$ cat src/rtl/baud_pkg.sv
package baud_pkg;
  localparam int unsigned FRAC_W_DEF = 10;
  localparam int unsigned PRE_W_DEF  = 10;
  localparam int unsigned OSR_W_DEF  = 5;

  typedef enum logic {
    SRC_FRAC = 1'b0,
    SRC_EXT  = 1'b1
  } src_sel_e;
endpackage

$ cat src/rtl/baud_frac_div.sv
module baud_frac_div #(
  parameter int unsigned W = baud_pkg::FRAC_W_DEF
) (
  input  logic         clk,
  input  logic         rst,
  input  logic         clr,
  input  logic [W-1:0] step,
  output logic         tick_o
);
  logic [W-1:0] acc_q;
  logic [W:0]   sum;

  always_comb sum = {1'b0, acc_q} + {1'b0, step};

  always_ff @(posedge clk) begin
    if (rst || clr) begin
      acc_q  <= '0;
      tick_o <= 1'b0;
    end else begin
      acc_q  <= sum[W-1:0];
      tick_o <= sum[W];
    end
  end

  // a zero step can never carry out of the accumulator
  assert_zero_step_silent_R1: assert property (@(posedge clk) disable iff (rst)
    (step == '0) |=> !tick_o);

  // with a step below half range, two carries cannot come back to back
  assert_no_double_carry_R2: assert property (@(posedge clk) disable iff (rst)
    (tick_o && !step[W-1] && $stable(step)) |=> !tick_o);
endmodule

$ cat src/rtl/baud_edge_sync.sv
module baud_edge_sync (
  input  logic clk,
  input  logic rst,
  input  logic async_i,
  output logic rise_o
);
  logic [2:0] sh_q;

  always_ff @(posedge clk) begin
    if (rst) sh_q <= '0;
    else     sh_q <= {sh_q[1:0], async_i};
  end

  always_comb rise_o = sh_q[1] & ~sh_q[2];

  assert_rise_single_R7: assert property (@(posedge clk) disable iff (rst)
    rise_o |=> !rise_o);
endmodule

$ cat src/rtl/baud_div_cnt.sv
module baud_div_cnt #(
  parameter int unsigned W = baud_pkg::PRE_W_DEF
) (
  input  logic         clk,
  input  logic         rst,
  input  logic         clr,
  input  logic         en,
  input  logic [W-1:0] limit,
  output logic         tick_o
);
  logic [W-1:0] cnt_q;
  logic         wrap;

  always_comb wrap = (cnt_q == limit);

  always_ff @(posedge clk) begin
    if (rst || clr) begin
      cnt_q  <= '0;
      tick_o <= 1'b0;
    end else begin
      tick_o <= en && wrap;
      if (en) cnt_q <= wrap ? '0 : cnt_q + 1'b1;
    end
  end

  assert_cnt_in_range_R3: assert property (@(posedge clk) disable iff (rst)
    cnt_q <= limit);

  // an output strobe always answers one consumed input tick
  assert_tick_from_input_R8: assert property (@(posedge clk) disable iff (rst)
    tick_o |-> $past(en && !clr));
endmodule

$ cat src/rtl/baud_tq_gen.sv
module baud_tq_gen #(
  parameter int unsigned FRAC_W = baud_pkg::FRAC_W_DEF,
  parameter int unsigned PRE_W  = baud_pkg::PRE_W_DEF,
  parameter int unsigned OSR_W  = baud_pkg::OSR_W_DEF
) (
  input  logic              clk,
  input  logic              rst,
  input  logic              cfg_load,
  input  logic [FRAC_W-1:0] cfg_step,
  input  logic [PRE_W-1:0]  cfg_pre,
  input  logic [OSR_W-1:0]  cfg_osr,
  input  logic              cfg_src,
  input  logic              ext_trig,
  output logic              frac_tick,
  output logic              tq_tick,
  output logic              bit_tick
);
  import baud_pkg::*;

  logic [FRAC_W-1:0] step_q;
  logic [PRE_W-1:0]  pre_q;
  logic [OSR_W-1:0]  osr_q;
  src_sel_e          src_q;
  logic              ext_rise;
  logic              pre_in;

  always_ff @(posedge clk) begin
    if (rst) begin
      step_q <= '0;
      pre_q  <= '0;
      osr_q  <= '0;
      src_q  <= SRC_FRAC;
    end else if (cfg_load) begin
      step_q <= cfg_step;
      pre_q  <= cfg_pre;
      osr_q  <= cfg_osr;
      src_q  <= src_sel_e'(cfg_src);
    end
  end

  baud_frac_div #(.W(FRAC_W)) u_frac (
    .clk(clk), .rst(rst), .clr(cfg_load), .step(step_q), .tick_o(frac_tick)
  );

  baud_edge_sync u_sync (
    .clk(clk), .rst(rst), .async_i(ext_trig), .rise_o(ext_rise)
  );

  always_comb pre_in = (src_q == SRC_EXT) ? ext_rise : frac_tick;

  baud_div_cnt #(.W(PRE_W)) u_pre (
    .clk(clk), .rst(rst), .clr(cfg_load), .en(pre_in), .limit(pre_q), .tick_o(tq_tick)
  );

  baud_div_cnt #(.W(OSR_W)) u_tq (
    .clk(clk), .rst(rst), .clr(cfg_load), .en(tq_tick), .limit(osr_q), .tick_o(bit_tick)
  );

  assert_load_clears_R5: assert property (@(posedge clk) disable iff (rst)
    cfg_load |=> (!frac_tick && !tq_tick && !bit_tick));

  assert_ext_ignores_frac_R6: assert property (@(posedge clk) disable iff (rst)
    (src_q == SRC_EXT && !ext_rise) |=> !tq_tick);

  assert_bit_after_tq_R4: assert property (@(posedge clk) disable iff (rst)
    bit_tick |-> $past(tq_tick));
endmodule

$ cat config.mk
export PLATFORM = sky130hd
export DESIGN_NAME = baud_tq_gen
export DESIGN_NICKNAME = d
export VERILOG_FILES = /design/src/rtl/baud_pkg.sv /design/src/rtl/baud_frac_div.sv /design/src/rtl/baud_edge_sync.sv /design/src/rtl/baud_div_cnt.sv /design/src/rtl/baud_tq_gen.sv
export SDC_FILE = /design/constraint.sdc
export NUM_CORES = 1
export LEC_CHECK = 0
export ABC_AREA = 0
export BUFFER_PORTS_ARGS = -buffer_cell sky130_fd_sc_hd__buf_4
export CAP_MARGIN = 20
export CORE_UTILIZATION = 51
export DETAILED_ROUTE_END_ITERATION = 8
export MAX_ROUTING_LAYER = met4
export PLACE_DENSITY = 0.85
export SYNTH_ARGS = -nofsm -noshare
export SYNTH_HDL_FRONTEND = slang
export SYNTH_SLANG_ARGS = --single-unit
export TNS_END_PERCENT = 5
$ cat constraint.sdc
create_clock -name clk -period 1.6 [get_ports clk]
set_input_delay 0.16 -clock clk [delete_from_list [all_inputs] [get_ports clk]]
set_output_delay 0.16 -clock clk [all_outputs]
set_load 0.02 [all_outputs]
==> impl_metrics.csv <==
group,metric,value,unit
run_status,status,"finished with violations",
run_status,violations,"negative setup slack",
placed_design,gp_congestion,0.933,
drt,avgRoutedWirePerCell,13.4,µm
layout,finish.utilization,66.4,%
hold_path,min_path_cells,2,
critical_path,critPathMaxFanout,3,
critical_path,r2r_end,"u_frac.acc_q[6]$_SDFF_PP0_",
layout,finalInstanceArea,0.00316,mm²
critical_path,required,1820,ps
floorplan,fp.dieW,72.4,µm
layout,regArea,0.00114,mm²
layout,nFillCells,383,
critical_path,slowest_delay,360,ps
synth,synth.avg_cell_area,9.58,µm²
placed_design,dpl_cell_area,0.00290,mm²
drt,dr_wl_met3,195,µm
global_route,grt_pass1_wl,8.51,mm
drt,vias,1911,
synth,syn-cell-area,0.00253,mm²
drt,viasPerCell,5.04,
placed_design,dp_hpwl,3.46,mm
timing,fin_hold_ws,31.3,ps
power,sw_frac_of_total,21.7,%
cts,clock_latency,340,ps
global_route,grt_max_degree,21,
timing,fin_worst_skew,10.1,ps
drt,met2WireLength,2.45,mm
critical_path,crit_slowest_cell,"fa_2",
timing,fin_crit_sh,107,%
hold_path,worstHoldStart,"ext_trig",
placed_design,place_ws,-125,ps
critical_path,path_class,"register to register",
synth,yosysSeqAreaShare,45.1,%
synth,synth_edf_count,0,
floorplan,pin_count,33,
placed_design,portBuffers,32,
floorplan,start_util,53.2,%
timing,fin_ws,-117,ps
cts,cts-buffers-inserted,9,
drt,firstDrtPassIters,4,
power,p_seq_share,43.8,%
power,internal_power,2.69,mW
floorplan,die_y,72.4,µm
floorplan,core,0.00475,mm²
power,leakagePower,1.47,nW
global_route,antenna_found_initial,0,
cts,clock-root-buffer,"clkbuf_8",
layout,finalNetCount,350,
cts,clk_pin_slew,60,ps
cts,h-tree-depth,3,
power,peakVddDrop,0.766,mV
synth,ys_ff_latch,57,
critical_path,r2r_cells,8,
power,p_total,3.43,mW
cts,cts_tree,"built",
cts,hold_buffers,0,
global_route,grt_use_total,22.3,%
drt,routed_wl,5.09,mm
hold_path,hold_path.class,"input port to register",
cts,clkSinkCount,57,
layout,final_common_cell,"dfxtp_1",
job,drv_cap,0,
layout,antenna_cells,0,
critical_path,crit_path_end_kind,"register",
synth,synthesis.nets,307,
layout,multiInputGateArea,0.00137,mm²
drt,wirelength_met1,2.34,mm
critical_path,r2r_start,"step_q[0]$_SDFFE_PP0P_",
drt,highest_layer,"met4",
power,p_per_area,1090,mW/mm²
critical_path,crit_arrival,1940,ps
power,p_comb_share,7.9,%
synth,syn_inst,264,
synth,synth_warnings,0,
synth,synth-async-reset-ratio,0,%
drt,drcViolationCount,0,
timing,tns,-293,ps
global_route,grt-ovfl-total,0,
cts,cts_buffer_depth,2,
timing,worst_pin_slew,307,ps
floorplan,num_rows,25,
critical_path,reg2reg_slack,-120,ps
timing,rsz0062_at_grt,"true",
drt,drtAntennaViolNets,0,
placed_design,dp_cells,363,
critical_path,start_kind,"register",
layout,drive_above_1_share,21.5,%
hold_path,hold_end,"u_sync.sh_q[0]$_SDFF_PP0_",
cts,post_cts_buffers,0,
critical_path,timing.critical_path.cells,"ha_4 -> inv_2 -> fa_2 -> nor2b_4 -> o31a_1 -> o21a_1 -> o21ai_1 -> nor3b_2",
drt,drt_iter0_drc,82,
timing,slew-limit-headroom,79.5,%
synth,ys_types,36,
global_route,grt_pass1_vias,1935,
layout,fin_cells,379,
timing,fmax,582,MHz
timing,drv_slew,0,
timing,hold_viol_final,0,
layout,mostFrequentLayoutCells,"54 x dfxtp_1, 51 x nor2_1, 40 x buf_4, 27 x xor2_1, 27 x mux2i_1",
synth,synth_ff_type,"dfxtp_1",
floorplan,die-area,0.00525,mm²
power,clock_power_share,48.2,%
timing,setup_viol,3,
timing,period_needed,1720,ps
layout,synthToLayoutAreaGrowth,24.7,%
power,p_sw,0.744,mW
cells by family (layout without fill, tap and decap cells):
| group | Yosys count | count (layout) | share of synthesized area, % |
|---|---|---|---|
| AO/OA/AOI/OAI | 24 | 24 | 6.18 |
| XOR/XNOR | 31 | 31 | 10.7 |
| adder cells (fa/ha/maj) | 13 | 13 | 6.73 |
| buffers and inverters | 12 | 60 | 1.93 |
| flip-flops | 57 | 57 | 45.1 |
| multiplexers | 27 | 27 | 10.7 |
| AND/OR/NAND/NOR | 100 | 100 | 18.6 |
repair_timing:
action	4_1_cts	5_1_grt
pin swaps	3	0
gates cloned	0	0
endpoints found under the setup margin	3	15
gates resized for setup	3	3
registers in the layout, summed over array words and instances (netlist names):
signal	flops
pre_q	10
step_q	10
u_frac.acc_q	10
u_pre.cnt_q	10
osr_q	5
u_tq.cnt_q	5
u_sync.sh_q	3
src_q	1
u_frac.tick_o	1
u_pre.tick_o	1
u_tq.tick_o	1
power by group through the flow:
| stage | combinational, mW | clock, mW | sequential, mW |
|---|---|---|---|
| after floorplan | 0.169 | 0 | 1.53 |
| after global placement | 0.258 | 0 | 1.53 |
| after detailed placement | 0.266 | 0 | 1.54 |
| after CTS | 0.271 | 1.68 | 1.50 |
| after global routing | 0.301 | 1.73 | 1.51 |
| final | 0.272 | 1.66 | 1.50 |
worst max path at each step:
stage | start | end | slack (ps)
6_report | step_q[0]$_SDFFE_PP0P_ | u_frac.acc_q[6]$_SDFF_PP0_ | -120
4_1_cts | u_frac.acc_q[0]$_SDFF_PP0_ | u_frac.acc_q[6]$_SDFF_PP0_ | -80
5_1_grt | step_q[0]$_SDFFE_PP0P_ | u_frac.acc_q[6]$_SDFF_PP0_ | -190
3_3_place_gp | step_q[0]$_SDFFE_PP0P_ | u_frac.acc_q[6]$_SDFF_PP0_ | -60
2_1_floorplan | step_q[0]$_SDFFE_PP0P_ | u_frac.acc_q[8]$_SDFF_PP0_ | -2
3_5_place_dp | step_q[0]$_SDFFE_PP0P_ | u_frac.acc_q[6]$_SDFF_PP0_ | -120
cell usage after synthesis, types with 5 or more instances:
library cell | number | area (µm²)
nand2_1 | 10 | 37.5
ha_1 | 12 | 150
o21ai_0 | 8 | 40.0
nand4_1 | 5 | 31.3
mux2i_1 | 27 | 270
nand3_1 | 7 | 35.0
nor2_1 | 51 | 191
xor2_1 | 27 | 236
clkbuf_1 | 5 | 18.8
dfxtp_1 | 57 | 1140
critical path, delay by kind of cell, from the launching register on:
family,cells,cell delay (ps)
buffers and inverters,1,40
AND/OR/NAND/NOR,2,280
adder cells (fa/ha/maj),2,490
flip-flops,1,350
AO/OA/AOI/OAI,3,440
metal layers:
layer | GRT usage (%) | vias up
met5 | - | -
met4 | 10.5 | 0
met3 | 5.97 | 12
met2 | 36.1 | 38
met1 | 25.7 | 879
li1 | - | 982
area by class of cell:
type                            instances  share of cell area (%)
Clock inverter                          5                    3.25
Clock buffer                           11                    4.48
Timing Repair Buffer                   40                    9.52
Multi-Input combinational cell        195                    43.3
Tap cell                               67                    2.66
Sequential cell                        57                    36.3
Inverter                                4                   0.476
No activity file was read; power rests on OpenSTA's default activity.
